## src/rtl/dha_pkg.sv

```systemverilog
package dha_pkg;
   typedef enum logic [1:0] {
      ST_IDLE = 2'd0,
      ST_WAIT = 2'd1,
      ST_XFER = 2'd2
   } dha_state_e;

   localparam int DHA_MAX_SYNC = 4;
endpackage

```

## src/rtl/dha_boundary.sv

```systemverilog
// Instruction-boundary tracker: a request must already be present in a
// cycle before the last-cycle strobe to be taken at that boundary.
module dha_boundary (
   input  logic clk,
   input  logic rst_n,
   input  logic idle,
   input  logic dma_req,
   input  logic last_cyc,
   output logic fire
);
   logic seen_q;

   always_ff @(posedge clk or negedge rst_n) begin
      if (!rst_n) seen_q <= 1'b0;
      else        seen_q <= idle & dma_req;
   end

   assign fire = idle & dma_req & seen_q & last_cyc;
endmodule

```

## src/rtl/dha_requester.sv

```systemverilog
// Requester role: raise hold, keep it through the transfer, then wait for
// the partner to drop its acknowledge before asking again.
module dha_requester (
   input  logic clk,
   input  logic rst_n,
   input  logic in_wait,
   input  logic want,
   input  logic xfer_end,
   input  logic ack_in,
   output logic hold_req,
   output logic granted
);
   logic rel_q;

   always_ff @(posedge clk or negedge rst_n) begin
      if (!rst_n) begin
         rel_q    <= 1'b0;
         hold_req <= 1'b0;
      end else begin
         if (xfer_end && hold_req) rel_q <= 1'b1;
         else if (!ack_in)         rel_q <= 1'b0;

         if (xfer_end)                        hold_req <= 1'b0;
         else if (in_wait && !want)           hold_req <= 1'b0;
         else if (want && !rel_q && !hold_req) hold_req <= 1'b1;
      end
   end

   assign granted = hold_req & ack_in;
endmodule

```

## src/rtl/dha_arbiter.sv

```systemverilog
// Arbiter role: grant the bus to an outside master unless an external
// transfer of our own already holds it.
module dha_arbiter (
   input  logic clk,
   input  logic rst_n,
   input  logic arb_en,
   input  logic hreq_in,
   input  logic ext_busy,
   output logic hold_ack,
   output logic clear
);
   always_ff @(posedge clk or negedge rst_n) begin
      if (!rst_n) hold_ack <= 1'b0;
      else        hold_ack <= arb_en & hreq_in & ~ext_busy;
   end

   // The outside request wins a same-cycle tie: it blocks start directly.
   assign clear = ~arb_en | (~hreq_in & ~hold_ack);
endmodule

```

## src/rtl/dma_hold_arb.sv

```systemverilog
module dma_hold_arb
   import dha_pkg::*;
#(
   parameter int SYNC_STAGES = 0
) (
   input  logic clk,
   input  logic rst_n,
   input  logic mode_req_en,
   input  logic mode_arb_en,
   input  logic dma_req,
   input  logic dma_ext,
   input  logic last_cyc,
   input  logic dma_done,
   input  logic hold_ack_in,
   input  logic hold_req_in,
   output logic dma_start,
   output logic cpu_stall,
   output logic hold_req_out,
   output logic hold_ack_out
);
   localparam int NSIG = 2;

   logic [NSIG-1:0] hs_raw;
   logic [NSIG-1:0] hs_syn;
   logic            ack_s;
   logic            hreq_s;

   assign hs_raw = {hold_ack_in, hold_req_in};

   generate
      if (SYNC_STAGES < 0 || SYNC_STAGES > DHA_MAX_SYNC) begin : g_bad
         $error("dma_hold_arb: SYNC_STAGES out of range");
      end
      if (SYNC_STAGES == 0) begin : g_nosync
         assign hs_syn = hs_raw;
      end else begin : g_sync
         logic [NSIG-1:0] pipe_q [SYNC_STAGES];
         always_ff @(posedge clk or negedge rst_n) begin
            if (!rst_n) begin
               for (int i = 0; i < SYNC_STAGES; i++) pipe_q[i] <= '0;
            end else begin
               pipe_q[0] <= hs_raw;
               for (int i = 1; i < SYNC_STAGES; i++) pipe_q[i] <= pipe_q[i-1];
            end
         end
         assign hs_syn = pipe_q[SYNC_STAGES-1];
      end
   endgenerate

   assign ack_s  = hs_syn[1];
   assign hreq_s = hs_syn[0];

   dha_state_e state_q, state_d;
   logic ext_q;
   logic idle_w, wait_w, xfer_w;
   logic boundary, want, xfer_end, ext_busy;
   logic req_grant, arb_clear, ext_ok;

   assign idle_w   = (state_q == ST_IDLE);
   assign wait_w   = (state_q == ST_WAIT);
   assign xfer_w   = (state_q == ST_XFER);
   assign want     = wait_w & ext_q & mode_req_en;
   assign xfer_end = xfer_w & dma_done;
   assign ext_busy = xfer_w & ext_q;

   dha_boundary u_bnd (
      .clk      (clk),
      .rst_n    (rst_n),
      .idle     (idle_w),
      .dma_req  (dma_req),
      .last_cyc (last_cyc),
      .fire     (boundary)
   );

   dha_requester u_req (
      .clk      (clk),
      .rst_n    (rst_n),
      .in_wait  (wait_w),
      .want     (want),
      .xfer_end (xfer_end),
      .ack_in   (ack_s),
      .hold_req (hold_req_out),
      .granted  (req_grant)
   );

   dha_arbiter u_arb (
      .clk      (clk),
      .rst_n    (rst_n),
      .arb_en   (mode_arb_en),
      .hreq_in  (hreq_s),
      .ext_busy (ext_busy),
      .hold_ack (hold_ack_out),
      .clear    (arb_clear)
   );

   assign ext_ok    = ~ext_q | ((~mode_req_en | req_grant) & arb_clear);
   assign dma_start = wait_w & ext_ok;
   assign cpu_stall = ~idle_w;

   always_comb begin
      state_d = state_q;
      unique case (state_q)
         ST_IDLE: if (boundary)  state_d = ST_WAIT;
         ST_WAIT: if (dma_start) state_d = ST_XFER;
         ST_XFER: if (dma_done)  state_d = ST_IDLE;
         default:                state_d = ST_IDLE;
      endcase
   end

   always_ff @(posedge clk or negedge rst_n) begin
      if (!rst_n) begin
         state_q <= ST_IDLE;
         ext_q   <= 1'b0;
      end else begin
         state_q <= state_d;
         if (boundary) ext_q <= dma_ext;
      end
   end
endmodule

```

## config.mk

```make
export PLATFORM = sky130hd
export DESIGN_NAME = dma_hold_arb
export DESIGN_NICKNAME = d
export VERILOG_FILES = /design/src/rtl/dha_pkg.sv /design/src/rtl/dha_boundary.sv /design/src/rtl/dha_requester.sv /design/src/rtl/dha_arbiter.sv /design/src/rtl/dma_hold_arb.sv
export SDC_FILE = /design/constraint.sdc
export NUM_CORES = 1
export LEC_CHECK = 0
export ABC_AREA = 1
export BUFFER_PORTS_ARGS = -buffer_cell sky130_fd_sc_hd__buf_2
export CELL_PAD_IN_SITES_DETAIL_PLACEMENT = 1
export CELL_PAD_IN_SITES_GLOBAL_PLACEMENT = 2
export CORE_MARGIN = 10
export CORE_UTILIZATION = 24
export CTS_CLUSTER_SIZE = 8
export DETAILED_ROUTE_END_ITERATION = 16
export PLACE_DENSITY = 0.84
export SYNTH_ARGS = -nofsm -noshare
export SYNTH_HDL_FRONTEND = slang
export SYNTH_SLANG_ARGS = --single-unit
```

## constraint.sdc

```tcl
create_clock -name clk -period 2.7 [get_ports clk]
set_input_delay 0.27 -clock clk [delete_from_list [all_inputs] [get_ports clk]]
set_output_delay 0.27 -clock clk [all_outputs]
set_load 0.02 [all_outputs]
```

# Word level (Yosys, flattened, before mapping)
# Cells that the tools add are included.
# Widths: inputs -> output; s select.
# totals
in_bits	10
output_inout_bits	4
ff_bits	7
word_cells	54
# classes
bitwise_logic	23
n_eq_ne	6
mux	9
n_reduce_logical	10
# op_table
op	n
$and 1x1->1	13
$not 1->1	7
$mux 2	3
$pmux 2 s3	1
$mux 1	5
$logic_and 1x1->1	4
$ne 2x1->1 const B	2
$ne 2x2->1 const B	2
$logic_not 1->1	3
$or 1x1->1	3
$reduce_and 3->1	1
$reduce_bool 3->1	1
$eq 2x1->1 const B	1
$eq 2x2->1 const B	1
$logic_not 2->1	1

# Longest topological paths before layout
# depth
ltp_word	8
depth_mapped	6
ltp_nobuf	6

# Modules after synthesis
# Synthesis repeated with hierarchy kept, for this count alone.
# hier_totals
hier_cells	49
area_unflattened_um2	351.6
# modules_own_cells
mod	cells_per_inst	instances	area_each_um2
dma_hold_arb	26	1	175.2
dha_requester	14	1	96.3
dha_arbiter	4	1	40.0
dha_boundary	5	1	40.0

# Least setup slack after synthesis
# OpenSTA, ideal clock, no wires.
# synth_timing
path_kind	flip-flop to output port
start	register u_arb.hold_ack
end	output dma_start
stages_incl_launch_ff	6
n_path_buf	0
slack_ps	1598
arrival_time_ps	832
required_time_ps	2430
path_cell_list	dfrtp_1 inv_1 nand2_1 nand2_1 nand3_1 inv_1
# synth_via
elab_chain_cells	6
# synth_lines
item	line_no	source
start, declared	dha_arbiter.sv:9	output logic hold_ack,
start signal, assigned	dha_arbiter.sv:14	else hold_ack <= arb_en & hreq_in & ~ext_busy;
$not 1->1	dha_arbiter.sv:18	assign clear = ~arb_en | (~hreq_in & ~hold_ack);
$and 1x1->1	dha_arbiter.sv:18	
$or 1x1->1	dha_arbiter.sv:18	
$and 1x1->1	dma_hold_arb.sv:96	assign ext_ok = ~ext_q | ((~mode_req_en | req_grant) & arb_clear);
$or 1x1->1	dma_hold_arb.sv:96	
$and 1x1->1	dma_hold_arb.sv:97	assign dma_start = wait_w & ext_ok;
end, declared	dma_hold_arb.sv:16	output logic dma_start,
# No other way between the ends.

# Worst setup path in the final report
# layout_timing
start	register state_q[1]
end	output dma_start
# layout_via
elab_chain_cells	2
# layout_lines
item	line_no	source
start, declared	dma_hold_arb.sv:53	dha_state_e state_q, state_d;
start signal, assigned	dma_hold_arb.sv:115	state_q <= state_d;
$eq 2x1->1	dma_hold_arb.sv:60	assign wait_w = (state_q == ST_WAIT);
$and 1x1->1	dma_hold_arb.sv:97	
# No other way between the ends.

==> results.ini <==
[clock_network]
cts-root-buf = clkbuf_4
cts.sinks = 7
cts_buffer_depth = 2
cts_resized = 0
cts_tree = yes
clkTransAtPathRegs_ps = 50
cts_buffers = 3
clk_latency_ps = 250
cts_max_level = 1

[yosys]
synth_warnings = 0
synthFlopType = dfrtp_1
synth_area_leaders = dfrtp_1, nand2_1, inv_1, nand3_1, nor2_2
synth_xor_area_share_pct = 0
yosysMostFrequentCell = nand2_1
synth_top_area_cell = dfrtp_1
yosysSeqAreaShare_pct = 47.62
synth_seq_cells = 7
synth_cells = 50
synth_fp_nets = 60
synth_edf_count = 0
async_flop_share_pct = 100.0
synth_top_family_by_area = simple AND/OR/NAND/NOR gates
synth.area.mux_share_pct = 0
netlist.area_leader.share_pct = 47.62
synthAdderAreaFrac_pct = 0
synthDistinctLibCells = 12
syn_area_um2 = 367.9
syn_area_per_cell_um2 = 7.357
synthTopCellsByCount = nand2_1, inv_1, dfrtp_1
synth-compound-area-share_pct = 1.361
yosys.area_share.simple_pct = 37.76

[setup_path]
critPathLaunchType = flip-flop
crit_type = reg -> out
endpoint_kind = primary output
cp-startpoint = state_q[1]
reg2reg_from = state_q[1]
required_ps = 2430
critPathMaxFanout = 5
worstPathArrival_ps = 1180

[route]
first_pass_iters = 3
drtIter0Drc = 3
met2WireLength_um = 386
routedLengthMet1_um = 466
wirelength_um = 897
antenna_left = 0
dr_wl_met3_um = 34
drt-wirelength-per-cell_um = 10.68
via_per_inst = 3.988
maxUsedRoutingLayer = met4
drcViolationCount = 0
vias = 335

[global_routing]
grt_pass1_vias = 353
grt_remaining_overflow = 0
grt_pass1_wl_um = 1538
grt_usage_pct = 6.067
grt_max_degree = 8
antenna_found_initial = 0

[finish]
finish.cell_count_without_fillers = 84
diodes = 0
area_delta_synth_final_pct = 32.99
layout-drive-gt1-share_pct = 30.88
nets = 79

[flow_run]
cap_violations = 0

[timing]
maxSlewHeadroom_pct = 84.66
setup_ws_ps = 1254
hold_viol = 0
skew_ps = 0.5665
fin_crit_ps = 1446
grt_setup_unrepaired = no
setup_viol = 0
period_share_pct = 53.56
slew_viol_final = 0
setup_tns_ps = 0
tightest_slew_ps = 230.1
max_freq_ghz = 0.6916

[min_path]
hp-start = dma_req
worstHoldPathType = in -> reg

[floorplanning]
die_area_um2 = 3499
design.core.area_um2 = 1471
die_h_um = 59.15
die_x_um = 59.15
placementRows = 14
ios = 14
initial_core_util_pct = 25.00

[placed_design]
dpl.hpwl_um = 735.1
globalplace.congestion = 0.6751
dp.cells = 79
dpl_worst_slack_ps = 1502
port_buffers = 13

[run_status]
outcome = finished, final reports clean

[power_and_ir_drop]
fin_total_pwr_w = 0.0003981
power.density_nw_per_um2 = 813.7
leakagePower_nw = 0.3125
worst_ir_drop_vdd_v = 0.0003270

-- layout make-up --
| class | count | area (µm²) |
|---|---|---|
| Clock buffer | 4 | 26.28 |
| Fill cell | 202 | 982.2 |
| Inverter | 13 | 48.80 |
| Multi-Input combinational cell | 30 | 143.9 |
| Sequential cell | 7 | 175.2 |
| Tap cell | 16 | 20.02 |
| Timing Repair Buffer | 14 | 75.07 |
-- routing by layer --
metal	global-route usage [%]	vias up
met3	2.790	2
li1	-	184
met4	4.918	0
met5	0	-
met1	7.646	143
met2	7.508	6
-- sequential cells by signal, summed over array words and instances (netlist names) --
name / flops
ext_q: 1
state_q: 2
u_arb.hold_ack: 1
u_bnd.seen_q: 1
u_req.hold_req: 1
u_req.rel_q: 1
-- report_power, final --
group          internal (W)  switching (W)  total (W)
Clock             0.0000565      0.0000397  0.0000962
Combinational     0.0000503      0.0000900   0.000140
Sequential         0.000134      0.0000272   0.000162
-- worst paths after layout --
path                                 to  slack [ps]  cells after the start
max in group asynchronous         ext_q        2140                      2
min in group asynchronous   u_req.rel_q         400                      2
setup reg to reg                  ext_q        1770                      4
hold reg to reg                   ext_q         520                      2
hold / removal             u_bnd.seen_q         250                      3
setup / recovery              dma_start        1250                      4
-- per-stage QoR --
| step | hold WS, ps | util, % | area [µm²] |
|---|---|---|---|
| finish | 253.6 | 33.25 | 489.2 |
| detailed placement | 115.7 | 30.78 | 452.9 |
| CTS | 246.1 | 33.25 | 489.2 |
| floorplan | -25.59 | - | 367.9 |
| global route | 267.7 | 33.25 | 489.2 |
| global placement | 113.0 | 30.78 | 452.9 |
-- worst max-delay path, stage by stage, from the launching register on --
cell and delay (ps):
dfrtp_1 450, nor2_4 160, nand3_1 110, inv_1 60, buf_2 150
-- cells in the final DEF, fill, tap and decap left out, drive strengths merged --
cell type    synthesis  routed
nand2               18      18
clkbuf               0       4
dfrtp                7       7
buf                  0      13
o21ai                1       1
nand3                5       5
nand4                1       1
nor2                 4       4
nand3b               1       1
inv                 13      13
dlygate4sd3          0       1
-- logic make-up (layout without fill, tap and decap cells) --
group	count (synthesis)	after routing
simple gates	29	29
flops	7	7
compound gates	1	1
buf+inv	13	31
-- repair_timing --
item	4_1_cts	5_1_grt
setup buffers	0	0
hold buffers	1	0
endpoints found under the hold margin	7	0
No activity file was read; power rests on OpenSTA's default activity.
